**src/rtl/strout_pkg.sv**
```systemverilog
// Package: shared widths and the sequencing state type for the string
// output engine. Assumes 16-bit words and 8-bit characters by default.
package strout_pkg;
    localparam int unsigned ADDR_W_DEF = 16;
    localparam int unsigned WORD_W_DEF = 16;
    localparam int unsigned CHAR_W_DEF = 8;

    typedef enum logic [1:0] {
        ST_IDLE  = 2'd0,   // waiting for the trap word
        ST_FETCH = 2'd1,   // read request on the memory port
        ST_EVAL  = 2'd2,   // read data present, test for terminator
        ST_EMIT  = 2'd3    // character offered on the stream
    } strout_state_e;
endpackage

```
**src/rtl/strout_trap_match.sv**
```systemverilog
// Module: recognises the string-print trap word. The match is qualified by
// the instruction strobe and by an arm input, so that words seen while a
// walk is running are ignored. Purely combinational.
module strout_trap_match #(
    parameter int unsigned WORD_W    = 16,
    parameter logic [WORD_W-1:0] TRAP_CODE = 16'hF022
) (
    input  logic              armed,
    input  logic              instr_valid,
    input  logic [WORD_W-1:0] instr,
    output logic              hit
);
    // Full-word compare: every bit must equal the trap code.
    always_comb begin
        hit = armed && instr_valid && (instr == TRAP_CODE);
    end
endmodule

```
**src/rtl/strout_addr_walk.sv**
```systemverilog
// Module: address register for the memory walk. It loads the start address
// and then increments by one per step. It flags the last address of the
// space; the caller must not step past it (no wrap is relied upon).
module strout_addr_walk #(
    parameter int unsigned ADDR_W = 16
) (
    input  logic              clk,
    input  logic              rst_n,
    input  logic              load,
    input  logic [ADDR_W-1:0] load_addr,
    input  logic              step,
    output logic [ADDR_W-1:0] addr,
    output logic              at_last
);
    localparam logic [ADDR_W-1:0] LAST_ADDR = '1;

    // Address register: load has priority over step.
    always_ff @(posedge clk) begin
        if (!rst_n) begin
            addr <= '0;
        end else if (load) begin
            addr <= load_addr;
        end else if (step) begin
            addr <= addr + 1'b1;
        end
    end

    // End-of-space detect on the current address.
    always_comb begin
        at_last = (addr == LAST_ADDR);
    end
endmodule

```
**src/rtl/strout_char_reg.sv**
```systemverilog
// Module: single-entry output holding register for the character stream.
// It captures a byte and offers it until the consumer accepts it. It
// assumes capture is never requested while a byte is still pending.
module strout_char_reg #(
    parameter int unsigned CHAR_W = 8
) (
    input  logic              clk,
    input  logic              rst_n,
    input  logic              capture,
    input  logic [CHAR_W-1:0] byte_in,
    input  logic              ready,
    output logic              valid,
    output logic [CHAR_W-1:0] byte_out,
    output logic              accepted
);
    // Handshake completes when both sides agree in the same cycle.
    always_comb begin
        accepted = valid && ready;
    end

    // Valid flag: set by capture, cleared by acceptance.
    always_ff @(posedge clk) begin
        if (!rst_n) begin
            valid <= 1'b0;
        end else if (capture) begin
            valid <= 1'b1;
        end else if (accepted) begin
            valid <= 1'b0;
        end
    end

    // Data register: changes only on capture, so it is stable while stalled.
    always_ff @(posedge clk) begin
        if (!rst_n) begin
            byte_out <= '0;
        end else if (capture) begin
            byte_out <= byte_in;
        end
    end
endmodule

```
**src/rtl/strout_engine.sv**
```systemverilog
// Module: top of the string output engine. On the trap word it walks memory
// from R0, sending each word's low byte until a zero word or the end of the
// address space. It assumes a synchronous memory read with one cycle of
// latency. Busy stalls the fetch stage; done pulses once per walk.
module strout_engine
    import strout_pkg::*;
#(
    parameter int unsigned ADDR_W = ADDR_W_DEF,
    parameter int unsigned WORD_W = WORD_W_DEF,
    parameter int unsigned CHAR_W = CHAR_W_DEF,
    parameter logic [WORD_W-1:0] TRAP_CODE = 16'hF022
) (
    input  logic              clk,
    input  logic              rst_n,
    input  logic              instr_valid,
    input  logic [WORD_W-1:0] instr,
    input  logic [ADDR_W-1:0] r0_value,
    output logic              mem_rd_en,
    output logic [ADDR_W-1:0] mem_rd_addr,
    input  logic [WORD_W-1:0] mem_rd_data,
    output logic              chr_valid,
    output logic [CHAR_W-1:0] chr_data,
    input  logic              chr_ready,
    output logic              busy,
    output logic              done
);
    strout_state_e state_q, state_d;
    logic trap_hit;
    logic addr_load, addr_step, at_last;
    logic chr_capture, chr_accepted;
    logic finish;
    logic done_q;
    logic word_is_zero;

    // Trap recogniser, armed only when no walk is running.
    strout_trap_match #(
        .WORD_W    (WORD_W),
        .TRAP_CODE (TRAP_CODE)
    ) u_match (
        .armed       (state_q == ST_IDLE),
        .instr_valid (instr_valid),
        .instr       (instr),
        .hit         (trap_hit)
    );

    // Walking address register.
    strout_addr_walk #(
        .ADDR_W (ADDR_W)
    ) u_walk (
        .clk       (clk),
        .rst_n     (rst_n),
        .load      (addr_load),
        .load_addr (r0_value),
        .step      (addr_step),
        .addr      (mem_rd_addr),
        .at_last   (at_last)
    );

    // Output holding register for the character stream.
    strout_char_reg #(
        .CHAR_W (CHAR_W)
    ) u_chr (
        .clk      (clk),
        .rst_n    (rst_n),
        .capture  (chr_capture),
        .byte_in  (mem_rd_data[CHAR_W-1:0]),
        .ready    (chr_ready),
        .valid    (chr_valid),
        .byte_out (chr_data),
        .accepted (chr_accepted)
    );

    // Terminator test on the whole word, not just the emitted byte.
    always_comb begin
        word_is_zero = (mem_rd_data == '0);
    end

    // Next-state and control decode for the walk sequence.
    always_comb begin
        state_d     = state_q;
        addr_load   = 1'b0;
        addr_step   = 1'b0;
        chr_capture = 1'b0;
        finish      = 1'b0;
        mem_rd_en   = 1'b0;
        unique case (state_q)
            ST_IDLE: begin
                if (trap_hit) begin
                    addr_load = 1'b1;
                    state_d   = ST_FETCH;
                end
            end
            ST_FETCH: begin
                mem_rd_en = 1'b1;
                state_d   = ST_EVAL;
            end
            ST_EVAL: begin
                if (word_is_zero) begin
                    finish  = 1'b1;
                    state_d = ST_IDLE;
                end else begin
                    chr_capture = 1'b1;
                    state_d     = ST_EMIT;
                end
            end
            ST_EMIT: begin
                if (chr_accepted) begin
                    if (at_last) begin
                        finish  = 1'b1;
                        state_d = ST_IDLE;
                    end else begin
                        addr_step = 1'b1;
                        state_d   = ST_FETCH;
                    end
                end
            end
            default: state_d = ST_IDLE;
        endcase
    end

    // State register.
    always_ff @(posedge clk) begin
        if (!rst_n) begin
            state_q <= ST_IDLE;
        end else begin
            state_q <= state_d;
        end
    end

    // Completion pulse, one cycle after the final walk cycle.
    always_ff @(posedge clk) begin
        if (!rst_n) begin
            done_q <= 1'b0;
        end else begin
            done_q <= finish;
        end
    end

    // Busy covers the detection cycle and every walk cycle.
    always_comb begin
        busy = trap_hit || (state_q != ST_IDLE);
        done = done_q;
    end
endmodule

```
**config.mk**
```make
export PLATFORM = sky130hd
export DESIGN_NAME = strout_engine
export DESIGN_NICKNAME = d
export VERILOG_FILES = /design/src/rtl/strout_pkg.sv /design/src/rtl/strout_trap_match.sv /design/src/rtl/strout_addr_walk.sv /design/src/rtl/strout_char_reg.sv /design/src/rtl/strout_engine.sv
export SDC_FILE = /design/constraint.sdc
export NUM_CORES = 1
export LEC_CHECK = 0
export ABC_AREA = 1
export BUFFER_PORTS_ARGS = -buffer_cell sky130_fd_sc_hd__clkbuf_2
export CORE_AREA = 10 10 66 122
export CTS_CLUSTER_SIZE = 16
export DETAILED_ROUTE_END_ITERATION = 16
export DIE_AREA = 0 0 76 132
export PLACE_DENSITY = 0.57
export SLEW_MARGIN = 20
export SYNTH_ARGS = -nofsm -noshare
export SYNTH_HDL_FRONTEND = slang
export SYNTH_SLANG_ARGS = --single-unit
```
**constraint.sdc**
```tcl
create_clock -name clk -period 2.7 [get_ports clk]
set_clock_uncertainty 0.1 [all_clocks]
set_input_delay 0.27 -clock clk [delete_from_list [all_inputs] [get_ports clk]]
set_output_delay 0.27 -clock clk [all_outputs]
set_load 0.01 [all_outputs]
```
==> results of run 1 <==
worst paths after layout:
check                    startpoint                 to  slack [ns]  cells past startpoint
setup reg to reg     u_walk.addr[1]     u_walk.addr[7]        0.83                      9
setup / recovery         state_q[0]               busy        0.52                      6
hold reg to reg   u_chr.byte_out[4]  u_chr.byte_out[4]        0.36                      2
hold / removal            chr_ready        u_chr.valid        0.17                      4
power breakdown:
| group | switching [mW] | internal (mW) |
|---|---|---|
| sequential | 0.00906 | 0.425 |
| clock | 0.140 | 0.197 |
| combinational | 0.0723 | 0.0601 |
cell families after synthesis:
family          Yosys count  share of synthesized area
buf+inv                  45                      0.101
simple gates            254                      0.563
xor+xnor                  3                     0.0127
fa+ha+maj                 1                    0.00606
compound gates           18                     0.0455
flops                    28                      0.272
cell usage after synthesis:
| cell | count | area share |
|---|---|---|
| nand2_1 | 113 | 0.21 |
| nor2_1 | 53 | 0.096 |
| nand3_1 | 41 | 0.099 |
| inv_1 | 32 | 0.058 |
| dfxtp_1 | 28 | 0.27 |
| nor2_2 | 24 | 0.073 |
| a21oi_1 | 14 | 0.034 |
| nand4_1 | 7 | 0.021 |
| nand3b_1 | 4 | 0.015 |
| clkbuf_1 | 3 | 0.0055 |
| inv_2 | 3 | 0.0055 |
| nand2_2 | 3 | 0.0091 |
| o21ai_0 | 3 | 0.0073 |
| xor2_1 | 3 | 0.013 |
| buf_2 | 2 | 0.0049 |
| buf_6 | 2 | 0.011 |
| nand3_2 | 2 | 0.0097 |
| nor2_4 | 2 | 0.011 |
| or2_2 | 2 | 0.0061 |
| a21oi_2 | 1 | 0.0042 |
| and2_0 | 1 | 0.0030 |
| buf_12 | 1 | 0.0097 |
| buf_4 | 1 | 0.0036 |
| ha_1 | 1 | 0.0061 |
| inv_4 | 1 | 0.0030 |
| nand2_4 | 1 | 0.0055 |
| nand3_4 | 1 | 0.0085 |
critical path: cells and delay by family (launching register included):
family | cells | cell delay, ns
flip-flops | 1 | 0.35
buffers and inverters | 1 | 0.16
AND/OR/NAND/NOR | 5 | 1.03
area by class of cell:
type	count	area, um^2
Timing Repair Buffer	81	410
Sequential cell	28	561
Tap cell	84	105
Multi-Input combinational cell	276	1290
Fill cell	715	3470
Inverter	36	138
Clock buffer	3	75.1
sequential cells by signal (all words and copies together) (netlist names):
signal / count
state_q: 2
done: 1
u_chr.valid: 1
u_chr.byte_out: 8
u_walk.addr: 16
layer usage:
metal | global-route usage | vias up | routed length (um)
met1 | 0.121 | 1018 | 2310
met3 | 0.0314 | 4 | 366
met5 | 0 | - | 0
li1 | - | 1244 | -
met2 | 0.266 | 58 | 3770
met4 | 0.0360 | 0 | 86
==> summary.md, run 1 <==
| Metric | Value |
|---|---|
| WP data arrival | 1.81 ns |
| Area post-placement | 0.00251 mm^2 |
| PortBufs | 79 |
| Worst slew margin | 0.619 |
| Insertion delay to the later sink of the worst-skew pair | 0.26 ns |
| Fin. Hold Viols | 0 |
| Max incr delay on CP | 0.43 ns |
| Netlist Area Pre-Place | 0.00206 mm^2 |
| Worst slew pin tran | 0.570 ns |
| P_leak | 1.30 nW |
| Most common cell after layout, fill and taps aside | nand2_1 |
| Maxcap violations | 0 |
| Worst Hold Class | in2reg |
| Syn_area_per_cell | 5.91 um^2 |
| Placed cells | 505 |
| # rows | 40 |
| Overflow after GRT | 0 |
| Total Wirelength | 6540 um |
| Core area | 0.00606 mm^2 |
| Vias in the first global route | 2472 |
| Syn. warnings | 0 |
| PD cells | 350 mW/mm^2 |
| Num Clock Sinks | 28 |
| Via count | 2324 |
| Final Wtd Congestion | 0.912 |
| Yosys cell types | 27 |
| Die X | 76 um |
| Slew Limit Fails | 0 |
| Outcome | finished, final reports clean |
| Commonest non-fill, non-tap cells in the layout | nand2_1, clkbuf_2, nor2_1, nand3_1, inv_1 |
| CTS tree | done |
| Final hold slack | 0.169 ns |
| Initial antenna violation count | 0 |
| Total Power | 903 uW |
| Routed Antenna Nets | 0 |
| DP HPWL | 5620 um |
| DRC | 0 |
| Die height | 132 um |
| H-tree Lvls | 1 |
| Yosys reg bits | 28 |
| Routed WL per cell | 12.9 um |
| Syn Nets | 402 |
| Post-route cell area | 0.00258 mm^2 |
| Clock Path Buffers | 2 |
| Post_cts resized | 0 |
| First-pass GRT wire length | 11200 um |
| Setup CP Type | reg2out |
| Critical path required time | 2.33 ns |
| Setup TNS | 0 ns |
| Cell breakdown of the critical path | nor2_2 > nand2_1 > nor2_2 > nand3_1 > nand2_1 > clkbuf_2 |
| Worst-path fanout max | 14 |
| Postcts setup bufs | 0 |
| Largest net degree at the start of global routing | 18 |
| Setup crit end kind | output pin |
| First drt pass iteration count | 4 |
| DR iter-0 viols | 57 |
| Worst-path clk slew | 0.07 ns |
| Vias/cell | 4.57 |
| Crit path time final | 2.18 ns |
| Place WS | 0.746 ns |
| # diodes | 0 |
| Post-route insts no fill | 508 |
| Part of the Yosys area used for sequential elements | 0.272 |
| Nets | 479 |
| Gate Count Post-Synth | 349 |
| Hold-fix buffers, CTS | 0 |
| Final worst path period share | 0.807 |
| Final Core Density | 0.426 |
| Crit start category | register |
| Final setup viols | 0 |
| Max Fclk | 459 MHz |
| GR Util All Layers | 0.131 |
| Starting Density | 0.341 |
| Layout area overhead | 25.2% |
| Share of layout cells above drive strength 1 | 0.292 |
| RSZ-0062 raised after global routing | no |
| CTS Buf Count | 3 |
| IO Pins | 80 |
| Die area | 0.0100 mm^2 |
| Max rail drop VDD | 309 uV |
| Post-route setup slack | 0.520 ns |
| Critical path's slowest cell | nand3_1 |
| CTS root buffer | clkbuf_16 |
No activity file was read; power rests on OpenSTA's default activity.
==> run 2, diff against run 1 <==
Settings changed: PLACE_DENSITY 0.57 to 0.59.
Clock period 2.7 ns to 1.9 ns, I/O delays scaled along.
==> run 2 against run 1 <==
Routed wire length grew 7.3%. Via count grew 6.2%. Total power grew 51%. Worst hold slack lost 0.086 ns. Final area grew 5.3%. Sequential share of layout area shrank 1.1 points. Register-to-register slack lost 0.66 ns. Highest routed layer unchanged.
==> summary.md, run 2 (synthesized netlist as in run 1, its figures left out) <==
| Metric | Value |
|---|---|
| PortBufs | 79 |
| Total Wirelength | 7020 um |
| Worst Hold Class | in2reg |
| # rows | 40 |
| Maxcap violations | 0 |
| Worst slew pin tran | 0.450 ns |
| Worst R2R Path Depth | 9 |
| First drt pass iteration count | 4 |
| Commonest non-fill, non-tap cells in the layout | nand2_1, clkbuf_2, nor2_1, nand3_1, inv_1 |
| DP HPWL | 5910 um |
| Largest net degree at the start of global routing | 16 |
| Setup crit end kind | output pin |
| Final setup viols | 0 |
| Fill cells | 707 |
| GR Util All Layers | 0.139 |
| Worst hold path startpoint | mem_rd_data[7] |
| H-tree Lvls | 1 |
| Flop2flop setup slack | 0.17 ns |
| Clock Path Buffers | 2 |
| DR iter-0 viols | 95 |
| Fin. Hold Viols | 0 |
| Num Clock Sinks | 28 |
| Slew Limit Fails | 0 |
| Hold Path Depth | 3 |
| Max rail drop VDD | 336 uV |
| CTS Buf Count | 3 |
| Die X | 76 um |
| Starting Density | 0.341 |
| WP data arrival | 1.46 ns |
| Post-route insts no fill | 525 |
| Overflow after GRT | 0 |
| Vias/cell | 4.70 |
| Setup TNS | 0 ns |
| Layout area overhead | 31.8% |
| Regs by FF count | u_walk.addr: 16 flops, u_chr.byte_out: 8 flops, state_q: 2 flops |
| Worst-path fanout max | 14 |
| Crit path time final | 1.75 ns |
| Area post-placement | 0.00262 mm^2 |
| Insertion delay to the later sink of the worst-skew pair | 0.27 ns |
| Hold Path Sink | u_chr.byte_out[7] |
| Post-route cell area | 0.00272 mm^2 |
| P_leak | 1.39 nW |
| Die area | 0.0100 mm^2 |
| Routed WL per cell | 13.4 um |
| Final Wtd Congestion | 0.891 |
| Nets | 495 |
| Largest register FFs | 16 |
| Initial antenna violation count | 0 |
| Worst slew margin | 0.699 |
| CTS root buffer | clkbuf_16 |
| Die height | 132 um |
| Routed Antenna Nets | 0 |
| Final worst path period share | 0.919 |
| Setup CP Type | reg2out |
| Vias in the first global route | 2604 |
| Via count | 2469 |
| PD cells | 501 mW/mm^2 |
| CTS tree | done |
| R2R Path Start | u_walk.addr[1] |
| Final hold slack | 0.0833 ns |
| Critical path required time | 1.61 ns |
| Reg2Reg Capture Point | u_walk.addr[2] |
| Core area | 0.00606 mm^2 |
| Most common cell after layout, fill and taps aside | nand2_1 |
| Share of layout cells above drive strength 1 | 0.322 |
| First-pass GRT wire length | 11700 um |
| # diodes | 0 |
| Outcome | finished, final reports clean |
| Crit start category | register |
| Worst-path clk slew | 0.07 ns |
| Placed cells | 520 |
| Top reg by flops | u_walk.addr |
| IO Pins | 80 |
| DRC | 0 |
| Worst Setup SP | state_q[1] |
| Max Fclk | 573 MHz |
==> run 2: cell types whose count changed in the layout (fill, tap and decap cells not counted) <==
cell / previous run / this run
clkbuf_8: 0 / 1
dfxtp_2: 0 / 1
inv_6: 0 / 1
inv_4: 1 / 0
buf_4: 2 / 18
dfxtp_1: 28 / 27
==> run 2: repair_timing <==
action | CTS | global route
hold buffers | 0 | 0
buffers inserted | 0 | 1
setup endpoints to repair | 0 | 14
resized for setup | 0 | 2
==> run 2: cell type report <==
class                      instances  area, um^2  area share
clock buffer                       4        88.8      0.0327
inverter                          36         140      0.0515
multi-input combinational        276        1290       0.476
sequential                        28         562       0.207
tap                               84         105      0.0386
timing repair buffer              97         531       0.195
==> run 2: worst max path at each step <==
stage / cells after the start / end
floorplan: 9 / u_walk.addr[0]
global placement: 9 / u_walk.addr[6]
detailed placement: 9 / u_walk.addr[6]
CTS: 9 / u_walk.addr[7]
global route: 7 / busy
finish: 7 / busy
==> run 2: routing by layer <==
metal  vias to the layer above  wire (um)  global-route usage
li1                       1274          -                   -
met1                      1109       2470               0.125
met2                        74       3960               0.278
met3                        12        363              0.0266
met4                         0        225              0.0646
met5                         -          0                   0
==> run 2: where the power goes <==
part	switching, mW	total [mW]	internal [mW]
clock network	0.220	0.543	0.324
logic	0.106	0.202	0.0957
registers	0.0133	0.617	0.604
==> run 2: through the flow <==
stage,utilization,power [mW],worst slack (ns)
3_3_place_gp,0.433,0.827,0.194
3_5_place_dp,0.433,0.831,0.111
4_1_cts,0.447,1.37,0.0908
2_1_floorplan,-,0.726,0.241
6_report,0.449,1.36,0.154
5_1_grt,0.449,1.43,-0.00259
==> run 2: worst max-delay path, stage by stage (launching register included) <==
cell,delay (ns)
dfxtp_1,0.35
nor2_2,0.13
nand2_1,0.07
nor2_2,0.12
nand3_1,0.08
buf_4,0.20
nand2_1,0.09
clkbuf_2,0.14
==> run 3, diff against run 2 <==
Settings changed: CORE_AREA 10 10 66 122 to 10 10 60 111, DIE_AREA 0 0 76 132 to 0 0 70 121, MAX_ROUTING_LAYER set to met4, PLACE_DENSITY 0.59 to 0.62, SYNTH_HIERARCHICAL set to 1.
==> run 3 against run 2 <==
Core utilization grew 8.1 points. Register-to-register slack lost 0.12 ns. Clock-buffer cell count shrank 1. Via count shrank 18%. Sequential share of layout area grew 1.4 points. Total power grew 4.5%. Die area shrank 16%. Area after synthesis shrank 19%. Largest power group unchanged.
==> summary.md, run 3 <==
| Metric | Value |
|---|---|
| Yosys cell types | 26 |
| Syn Nets | 307 |
| DRC | 0 |
| Yosys reg bits | 28 |
| DR iter-0 viols | 85 |
| Max incr delay on CP | 0.37 ns |
| Final setup viols | 0 |
| Buffers & Inverters on Critical Path | 3 |
| Part of the Yosys area used for sequential elements | 0.335 |
| P_leak | 1.26 nW |
| PD cells | 552 mW/mm^2 |
| Max rail drop VDD | 438 uV |
| Share of layout cells above drive strength 1 | 0.460 |
| Vias in the first global route | 2150 |
| Core area | 0.00486 mm^2 |
| Setup crit end kind | register |
| CTS root buffer | clkbuf_8 |
| Initial antenna violation count | 0 |
| GR Util All Layers | 0.133 |
| Post-synth top area share | 0.335 |
| First drt pass iteration count | 4 |
| Cell breakdown of the critical path | ha_4 > nand3_4 > inv_2 > nand4_1 > nor3_4 > nor3_4 > nor2_2 > buf_6 > nand2_1 > nand3_1 > nand2_1 > inv_1 |
| Maxcap violations | 0 |
| Fin. Hold Viols | 0 |
| Count leader, synth | nand2_1 |
| Die height | 121 um |
| Largest net degree at the start of global routing | 17 |
| NetSw | 383 uW |
| Worst-path fanout max | 6 |
| Commonest non-fill, non-tap cells in the layout | clkbuf_2, nand2_1, nor2_1, buf_4, inv_1 |
| Top reg by flops | u_walk/addr |
| Slew Limit Fails | 0 |
| Worst Hold Class | in2reg |
| Post-route insts no fill | 424 |
| Overflow after GRT | 0 |
| Nets | 421 |
| Outcome | finished, final reports clean |
| Worst path top cell family by delay | simple AND/OR/NAND/NOR gates |
| Final worst path period share | 0.973 |
| Final hold slack | 0.0472 ns |
| Worst slew pin tran | 0.377 ns |
| Worst slew margin | 0.749 |
| Syn_area_per_cell | 6.59 um^2 |
| Final Core Density | 0.531 |
| Via count | 2014 |
| H-tree Lvls | 1 |
| CTS tree | done |
| Critical path's slowest cell | dfxtp_4 |
| Die X | 70 um |
| Netlist Area Pre-Place | 0.00167 mm^2 |
| Max Fclk | 541 MHz |
| Worst-path clk slew | 0.10 ns |
| Synth area leader | dfxtp_1 |
| Largest register FFs | 16 |
| Asr flop ratio synth | 0 |
| Vias/cell | 4.75 |
| Layout area overhead | 54.3% |
| Part of the power in registers | 0.455 |
| Crit start category | register |
| Sw Ratio | 0.269 |
| Final Wtd Congestion | 0.875 |
| Most common cell after layout, fill and taps aside | clkbuf_2 |
| Critical path required time | 2.03 ns |
| CTS Buf Count | 3 |
| Place WS | -0.00585 ns |
| Setup CP Type | reg2reg |
| RSZ-0062 raised after global routing | yes |
| First-pass GRT wire length | 9290 um |
| Syn. warnings | 6 |
| Starting Density | 0.344 |
| PortBufs | 79 |
| # diodes | 0 |
| Total Power | 1.42 mW |
| Die area | 0.00847 mm^2 |
| IO Pins | 80 |
| Post-synth EDFFs | 0 |
| Clock Power Share | 0.336 |
| Hold-fix buffers, CTS | 0 |
| Synth top cells by count | nand2_1, nor2_1, inv_1, dfxtp_1, nand3_1 |
| Int Power | 1.04 mW |
| Placed cells | 412 |
| Gate Count Post-Synth | 254 |
| Routed Antenna Nets | 0 |
| Comb power frac | 0.209 |
| Num Clock Sinks | 28 |
| Total Wirelength | 5910 um |
| Fill cells | 501 |
| Primary FF master, synth | dfxtp_1 |
| Insertion delay to the later sink of the worst-skew pair | 0.28 ns |
| Top cells by area, synth | dfxtp_1, nand2_1, nor2_1 |
| Routed WL per cell | 13.9 um |
| Clock Path Buffers | 2 |
| Regs by FF count | u_walk/addr: 16 flops, u_chr/byte_out: 8 flops, state_q: 2 flops |
| DP HPWL | 4850 um |
| WP data arrival | 1.98 ns |
| Crit path time final | 1.85 ns |
| # rows | 36 |
| Post-route setup slack | 0.0506 ns |
==> run 3: cell types whose count changed in the layout (fill, tap and decap cells not counted), moves of 4 or more <==
cell / change
nand3b_1: -4
nand2_2: +8
nand3_1: -24
nor2_1: -14
nand2_1: -71
a22oi_2: +7
o21ai_0: +10
buf_4: +14
nor2_2: -14
==> run 3: final timing paths <==
check	startpoint	end	slack (ns)	cells after the start
worst max-delay path	u_walk/addr[0]	u_walk/addr[1]	0.05	12
worst min-delay path	mem_rd_data[3]	u_chr/byte_out[3]	0.05	3
worst max register to register	u_walk/addr[0]	u_walk/addr[1]	0.05	12
worst min register to register	u_chr/valid	u_chr/valid	0.39	2
==> run 3: cell type report <==
type | count | area (um^2) | area share
Tap cell | 57 | 71.3 | 0.0276
Timing Repair Buffer | 113 | 658 | 0.255
Inverter | 35 | 138 | 0.0533
Sequential cell | 28 | 569 | 0.221
Clock inverter | 1 | 30.0 | 0.0116
Timing Repair inverter | 1 | 7.51 | 0.00291
Multi-Input combinational cell | 186 | 1070 | 0.413
Clock buffer | 3 | 41.3 | 0.0160
==> run 3: logic make-up after synthesis <==
logic type,share of synthesized area
flops,0.335
simple gates,0.361
xor+xnor,0.0366
buf+inv,0.0957
fa+ha+maj,0.00748
compound gates,0.164
==> run 3: per-layer routing <==
layer  up-vias  part of all wire  GRT usage
met5         -                 0          -
met4         0             0.018     0.0434
met3         8             0.049     0.0254
met2        63              0.57      0.260
met1       899              0.36      0.125
li1       1044                 -          -
==> run 3: power groups by stage <==
stage | logic, mW | clock network [mW] | registers (mW)
after floorplan | 0.120 | 0 | 0.680
after global placement | 0.284 | 0 | 0.657
after detailed placement | 0.287 | 0 | 0.659
after CTS | 0.291 | 0.491 | 0.646
after global routing | 0.341 | 0.512 | 0.654
final | 0.298 | 0.479 | 0.648
==> run 3: what timing repair did <==
item	in CTS	in global routing
pin swaps	0	19
buffers inserted	0	7
cloned	0	1
gates resized for setup	1	24
endpoints found under the setup margin	10	16
==> run 3: worst reg2reg max path: cells and delay by family, from the launching register on <==
family / cells / cell delay (ns)
buffers and inverters: 3 / 0.28
flip-flops: 1 / 0.37
adder cells (fa/ha/maj): 1 / 0.15
AND/OR/NAND/NOR: 8 / 0.91
==> run 3: metrics by stage <==
stage	instance area [um^2]	setup TNS [ns]
final	2580	0
after global routing	2580	-0.660
after CTS	2430	0
after detailed placement	2350	-0.00585
after global placement	2350	-0.00561
after floorplan	1700	0
